**config.mk**
```make
export PLATFORM = sky130hd
export DESIGN_NAME = xshift_sticky
export DESIGN_NICKNAME = d
export VERILOG_FILES = /design/src/rtl/xshift_pkg.sv /design/src/rtl/xshift_decode.sv /design/src/rtl/xshift_barrel.sv /design/src/rtl/xshift_sticky.sv
export SDC_FILE = /design/constraint.sdc
export NUM_CORES = 1
export LEC_CHECK = 0
export ABC_AREA = 1
export BUFFER_PORTS_ARGS = -buffer_cell sky130_fd_sc_hd__buf_2
export CELL_PAD_IN_SITES_DETAIL_PLACEMENT = 0
export CELL_PAD_IN_SITES_GLOBAL_PLACEMENT = 2
export CORE_ASPECT_RATIO = 1.2
export CORE_MARGIN = 3
export CORE_UTILIZATION = 25
export DETAILED_ROUTE_END_ITERATION = 16
export PLACE_DENSITY = 0.8
export SYNTH_ARGS = -nofsm -noshare
export SYNTH_HDL_FRONTEND = slang
export SYNTH_SLANG_ARGS = --single-unit
```
**constraint.sdc**
```tcl
create_clock -name clk_i -period 0.8 [get_ports clk_i]
set_input_delay 0.08 -clock clk_i [delete_from_list [all_inputs] [get_ports clk_i]]
set_output_delay 0.08 -clock clk_i [all_outputs]
set_load 0.005 [all_outputs]
```
**src/rtl/xshift_pkg.sv**
```systemverilog
`timescale 1ns/1ps
package xshift_pkg;
  typedef enum logic [1:0] {
    CLS_PASS  = 2'd0,
    CLS_SHIFT = 2'd1,
    CLS_FLUSH = 2'd2
  } cnt_cls_e;
endpackage

```
**src/rtl/xshift_decode.sv**
```systemverilog
`timescale 1ns/1ps
module xshift_decode
  import xshift_pkg::*;
#(
  parameter int WORD_W = 64,
  parameter int CNT_W  = 16,
  parameter int SH_W   = $clog2(WORD_W) + 1
) (
  input  logic [CNT_W-1:0] cnt_i,
  output cnt_cls_e         cls_o,
  output logic [SH_W-1:0]  amt_o
);
  // full-width compare: no modulo on the count
  always_comb begin
    if (cnt_i == '0)                  cls_o = CLS_PASS;
    else if (cnt_i > CNT_W'(WORD_W))  cls_o = CLS_FLUSH;
    else                              cls_o = CLS_SHIFT;
  end

  assign amt_o = cnt_i[SH_W-1:0];
endmodule

```
**src/rtl/xshift_barrel.sv**
```systemverilog
`timescale 1ns/1ps
module xshift_barrel #(
  parameter int WORD_W = 64,
  parameter int SH_W   = $clog2(WORD_W) + 1
) (
  input  logic [WORD_W-1:0] hi_i,
  input  logic [SH_W-1:0]   amt_i,
  output logic [WORD_W-1:0] hi_o,
  output logic [WORD_W-1:0] lo_o
);
  localparam int DW = 2 * WORD_W;

  logic [DW-1:0] stg [SH_W+1];

  // integer word over an empty low word; shifted-out bits land in the low word
  assign stg[0] = {hi_i, {WORD_W{1'b0}}};

  for (genvar g = 0; g < SH_W; g++) begin : g_stage
    assign stg[g+1] = amt_i[g] ? (stg[g] >> (1 << g)) : stg[g];
  end

  assign hi_o = stg[SH_W][DW-1:WORD_W];
  assign lo_o = stg[SH_W][WORD_W-1:0];
endmodule

```
**src/rtl/xshift_sticky.sv**
```systemverilog
`timescale 1ns/1ps
module xshift_sticky
  import xshift_pkg::*;
#(
  parameter int WORD_W  = 64,
  parameter int CNT_W   = 16,
  parameter bit REG_OUT = 1'b1
) (
  input  logic              clk_i,
  input  logic              rst_ni,
  input  logic [WORD_W-1:0] int_i,
  input  logic [WORD_W-1:0] frac_i,
  input  logic [CNT_W-1:0]  cnt_i,
  output logic [WORD_W-1:0] int_o,
  output logic [WORD_W-1:0] ext_o
);
  localparam int SH_W = $clog2(WORD_W) + 1;

  cnt_cls_e          cls;
  logic [SH_W-1:0]   amt;
  logic [WORD_W-1:0] bar_hi, bar_lo;
  logic [WORD_W-1:0] nxt_int, nxt_ext;
  logic              frac_nz, int_nz;

  assign frac_nz = |frac_i;
  assign int_nz  = |int_i;

  xshift_decode #(.WORD_W(WORD_W), .CNT_W(CNT_W), .SH_W(SH_W)) u_decode (
    .cnt_i (cnt_i),
    .cls_o (cls),
    .amt_o (amt)
  );

  xshift_barrel #(.WORD_W(WORD_W), .SH_W(SH_W)) u_barrel (
    .hi_i  (int_i),
    .amt_i (amt),
    .hi_o  (bar_hi),
    .lo_o  (bar_lo)
  );

  always_comb begin
    unique case (cls)
      CLS_PASS: begin
        nxt_int = int_i;
        nxt_ext = frac_i;
      end
      CLS_SHIFT: begin
        nxt_int = bar_hi;
        nxt_ext = bar_lo | {{(WORD_W-1){1'b0}}, frac_nz};
      end
      default: begin
        nxt_int = '0;
        nxt_ext = {{(WORD_W-1){1'b0}}, int_nz | frac_nz};
      end
    endcase
  end

  if (REG_OUT) begin : g_reg
    always_ff @(posedge clk_i or negedge rst_ni) begin
      if (!rst_ni) begin
        int_o <= '0;
        ext_o <= '0;
      end else begin
        int_o <= nxt_int;
        ext_o <= nxt_ext;
      end
    end
  end else begin : g_comb
    assign int_o = nxt_int;
    assign ext_o = nxt_ext;
  end
endmodule

```
==> results.toml, run 1 <==
[grt]
grt_use_met1_pct = 39.67
grt_usage_pct = 30.15
grt_pass1_wl_mm = 101.3
antenna_found_initial = 0
grt_overflow = 0
grt_util_met2_pct = 48.94
top_usage_layer = "met2"
grt_pass1_vias = 15640
gr-usage-met3_pct = 4.198
grt_max_degree = 60

[worst_hold_path]
hp-class = "in -> reg"

[critical_path]
worstPathMaxFanout = 29
required_ns = 1.15
cp_slowest_stage_delay_ns = 0.17
cpLargestDelayFamily = "simple AND/OR/NAND/NOR gates"
crit_arrival_ns = 1.76
cp-start-kind = "input port"
critical-path-slowest-cell = "buf_16"
worstPathCellList = "buf_8 -> buf_12 -> buf_16 -> nand2_1 -> nand3_1 -> nand3_2 -> nand3_2 -> nand2_2 -> buf_4 -> nand2_1 -> nand3_2 -> nand3_2 -> nand2_2 -> nand2_2"
cp-end-kind = "register"
cpMostUsedCell = "nand3_2"
worst-setup-path-type = "in -> reg"
cp_num_buf_inv = 4

[logic_synthesis]
yosys.area_share.simple_pct = 58.74
synth-seq-cells = 128
synth_cells = 1859
synth_adder_area_share_pct = 0
synth-seq-area-share_pct = 29.77
ys.warnings.count = 0
synth_compound_area_share_pct = 4.489
syn_avg_cell_area_um2 = 5.788
muxShareOfSynthArea_pct = 0
netlist_area_um2 = 10760
synth_top_family_by_area = "simple AND/OR/NAND/NOR gates"
syn_nets = 2005
synth_xor_area_share_pct = 0
synthDistinctLibCells = 27

[die]
rows = 82
coreArea_um2 = 42170
start_util_pct = 25.51
die_y_um = 233.3
die_area_um2 = 45570
fp.dieW_um = 195.4
io_pins = 274

[sta]
max_clock_freq_mhz = 707.3
tightest_slew_ns = 0.8003
hold_viol = 0
timing.slew.headroom_pct = 46.65
fin_crit_ns = 1.414
fin_crit_sh_pct = 176.7
fin_ws_ns = -0.6138
setup_viol = 256
rsz0062_at_grt = "yes"
hold_ws_ns = 0.003618
drv_slew = 0

[routing]
dr.pass1.iters = 5
drt_iter0_markers = 1415
vias = 15960
drc = 0
routed_wl_mm = 70.84
vias_per_cell = 5.237
wl_per_cell_um = 23.24
drtAntennaViolNets = 0

[status]
violations = "negative setup slack"
outcome = "finished, violations left"

[final_layout]
postLayoutCoreUtil_pct = 45.96
final_cell_mix = "nand2_1, nand3_1, buf_4"
drive_gt1_share_pct = 45.20
fin_cells = 3048
n_antenna_cell = 0
finalNetCount = 2635
final_common_cell = "nand2_1"
regArea_um2 = 3203
multi_input_area_um2 = 8782
flow.area_growth_from_synthesis_pct = 80.15
num-fill-cells = 4442

[placement]
dp_cells = 2878
dp_hpwl_mm = 55.26
gp_congestion = 1.007
port_buffers = 273

[clock_tree]
clockRootBuffer = "clkbuf_16"
htreeDepth = 4
cts_buffers = 17
cts_sinks = 128
cts_tree = "yes"
clock_path_buffers = 2
path_clk_slew_ns = 0.06

[power]
p_sw_uw = 8805
total_power_uw = 22830
p_int_uw = 14030
combPwrFrac_pct = 37.8
leakagePower_uw = 0.01031
switching_share_pct = 38.56
p_clk_share_pct = 33.9
seqPwrFrac_pct = 28.4
pwr_density_cell_nw_per_um2 = 1178
peakVddDrop_mv = 1.660

[run]
cap_violations = 0
## sequential cells by signal (all words and copies together) (netlist names)
signal,count
int_o,64
ext_o,64
## Yosys cell counts, drive strengths merged
cell,n,area share [%]
inv,38,1.3
nor4,4,0.23
nand3,552,26
clkbuf,41,1.4
buf,86,4.2
a21oi,26,1.2
nand4,10,0.58
and2,1,0.058
dfrtp,128,30
nor3,3,0.14
o22ai,5,0.35
nor2,98,3.8
nand2,804,28
o21ai,63,2.9
## kinds of logic after synthesis
group	Yosys count
simple gates	1472
buf+inv	165
flops	128
compound gates	94
## routing by layer
metal  share of wire, %  vias up
li1                   -     7433
met1                 43     7763
met2                 47      650
met3                5.7      116
met4                4.8        0
met5                  0        -
## power by group through the flow
stage,sequential [µW],combinational [µW],clock (µW)
floorplan,6600,3160,0
global placement,6600,6920,0
detailed placement,6600,6890,0
CTS,6480,7970,7900
global route,6470,9120,8190
finish,6480,8630,7730
## worst paths after layout
| check | startpoint | to | slack (ns) | depth (start not counted) |
|---|---|---|---|---|
| worst max-delay path | cnt_i[0] | ext_o[1] | -0.61 | 14 |
| max in group asynchronous | rst_ni | ext_o[15] | 0.30 | 4 |
| worst min-delay path | int_i[58] | int_o[58] | 0.004 | 4 |
| min in group asynchronous | rst_ni | ext_o[26] | 0.11 | 3 |
## through the flow
stage / setup slack (ns) / TNS (ns) / cell area (µm²)
floorplan: -0.5507 / -64.66 / 11170
global placement: -1.398 / -142.86 / 15290
detailed placement: -1.379 / -144.64 / 15290
CTS: -0.5539 / -96.58 / 18400
global route: -0.6613 / -109.72 / 19380
finish: -0.6138 / -98.53 / 19380
## layout make-up
cell class	count	share of cell area, %
inverters	38	1.020
multi-input cells	1566	45.31
flip-flops and latches	128	16.53
clock inverters	15	0.7036
repair inverters	2	0.1291
clock buffers	17	2.195
repair buffers	736	30.59
well taps	546	3.525
## what timing repair did
item,4_1_cts,5_1_grt
gates resized for setup,295,237
pin swaps,43,55
setup endpoints to repair,256,256
gates cloned,11,4
hold buffers,100,0
setup buffers,23,6
hold endpoints to repair,226,0
No activity file was read; power rests on OpenSTA's default activity.
==> run 2, diff against run 1 <==
--- a/config.mk
+++ b/config.mk
@@ -9,7 +9,7 @@
 export BUFFER_PORTS_ARGS = -buffer_cell sky130_fd_sc_hd__buf_2
 export CELL_PAD_IN_SITES_DETAIL_PLACEMENT = 0
 export CELL_PAD_IN_SITES_GLOBAL_PLACEMENT = 2
-export CORE_ASPECT_RATIO = 1.2
+export CORE_ASPECT_RATIO = 0.7
 export CORE_MARGIN = 3
 export CORE_UTILIZATION = 25
 export DETAILED_ROUTE_END_ITERATION = 16
==> run 2 against run 1 <==
  * The run still ends with negative setup slack left
  * Sequential cell count is the same
  * First-iteration DRC count up 28%
  * Combinational power grew 15%
==> results.toml, run 2 (synthesis gave the netlist of run 1 again) <==
[clock_tree]
clock_path_buffers = 2
path_clk_slew_ns = 0.07
cts_buffers = 17
clockRootBuffer = "clkbuf_16"
cts_sinks = 128
cts_tree = "yes"
htreeDepth = 4

[final_layout]
finalNetCount = 2646
final_cell_mix = "nand2_1, buf_4, nand3_2"
top_regs = "ext_o x64, int_o x64"
final_common_cell = "nand2_1"
multi_input_area_um2 = 10210
design_area_um2 = 21260
drive_gt1_share_pct = 53.68
num-fill-cells = 4158
n_antenna_cell = 0
regArea_um2 = 3206
flow.area_growth_from_synthesis_pct = 97.57

[grt]
grt_pass1_wl_mm = 102.7
grt_use_met1_pct = 44.12
grt_pass1_vias = 15470
grt_overflow = 0
grt_max_degree = 51
grt_usage_pct = 30.79
gr-usage-met3_pct = 8.307
antenna_found_initial = 1
top_usage_layer = "met2"
grt_util_met2_pct = 45.43

[routing]
routed_wl_mm = 75.36
vias_per_cell = 5.363
vias = 16400
dr.pass1.iters = 6
wl_per_cell_um = 24.65
drc = 0
drtAntennaViolNets = 0
drt_iter0_markers = 1816

[sta]
fin_ws_ns = -0.5247
max_clock_freq_mhz = 754.9
tightest_slew_ns = 0.5293
setup_viol = 256
fin_crit_sh_pct = 165.6
fin_crit_ns = 1.325
rsz0062_at_grt = "yes"
drv_slew = 0
timing.slew.headroom_pct = 64.72
hold_viol = 0

[worst_hold_path]
hp-class = "in -> reg"
hold_path_startpoint = "int_i[32]"

[power]
combPwrFrac_pct = 40.4
p_clk_share_pct = 33.3
leakagePower_uw = 0.01088
pwr_density_cell_nw_per_um2 = 1158
seqPwrFrac_pct = 26.3
p_sw_uw = 9630
peakVddDrop_mv = 1.640
total_power_uw = 24620
p_int_uw = 14990
switching_share_pct = 39.12

[critical_path]
startpoint = "cnt_i[1]"
crit_arrival_ns = 1.68
worst-setup-path-type = "in -> reg"
cp-start-kind = "input port"
cp-end-kind = "register"
required_ns = 1.15
worstPathMaxFanout = 23

[placement]
gp_congestion = 1.017
port_buffers = 273
dp_hpwl_mm = 56.29
dpl_cell_area_um2 = 15250

[die]
die_y_um = 179.6
die_area_um2 = 45600
fp.dieW_um = 254.0
io_pins = 274
coreArea_um2 = 41740
start_util_pct = 25.78
rows = 62

[status]
outcome = "finished, violations left"
violations = "negative setup slack"

[run]
cap_violations = 0
## run 2: what timing repair did
action | CTS | global route
gates cloned | 5 | 20
resized for setup | 227 | 653
endpoints found under the hold margin | 235 | 2
hold buffers | 108 | 2
pin swaps | 21 | 128
setup endpoints to repair | 256 | 256
buffers inserted | 4 | 19
## run 2: layout make-up
class / instances / share of cell area (%)
Inverter: 38 / 1.118
Sequential cell: 128 / 15.08
Clock buffer: 20 / 2.148
Tap cell: 544 / 3.202
Timing Repair Buffer: 745 / 29.63
Multi-Input combinational cell: 1567 / 48.04
Timing Repair inverter: 3 / 0.1589
Clock inverter: 12 / 0.6298
## run 2: worst max-delay path: stages
cell     delay (ns)
buf_16         0.14
buf_12         0.22
nand3_1        0.19
nand3_2        0.14
nand3_2        0.12
nand2_2        0.14
buf_4          0.13
nand2_2        0.08
nand3_2        0.11
nand3_1        0.12
nand2_4        0.13
nand2_1        0.06
## run 2: power by group through the flow
stage | logic, µW | registers [µW] | clock network (µW)
after CTS | 7930 | 6480 | 8390
after floorplan | 3160 | 6600 | 0
final | 9950 | 6480 | 8200
after global routing | 10400 | 6470 | 8660
after global placement | 6950 | 6600 | 0
after detailed placement | 6910 | 6600 | 0
## run 2: worst paths after layout
kind                        endpoint  cells past startpoint
max in group asynchronous  ext_o[10]                      4
min                        int_o[32]                      4
min in group asynchronous  int_o[61]                      3
max                         ext_o[8]                     12
## run 2: metal layers
metal / share of wire [%] / vias up
li1: - / 7463
met1: 45 / 7996
met2: 43 / 839
met3: 9.9 / 96
met4: 2.6 / 2
met5: 0.017 / -
## run 2: metrics by stage
stage | std cells | util [%] | TNS [ns] | hold WS [ns] | setup WS, ns
2_1_floorplan | 1859 | - | -64.66 | -0.2156 | -0.5507
3_3_place_gp | 2871 | 36.55 | -149.85 | 0.02451 | -1.407
3_5_place_dp | 2871 | 36.55 | -150.17 | 0.02106 | -1.424
4_1_cts | 3019 | 42.91 | -87.10 | 0.005786 | -0.5005
5_1_grt | 3057 | 50.93 | -93.25 | 0.01344 | -0.5852
6_report | 3057 | 50.93 | -83.67 | 0.02155 | -0.5247
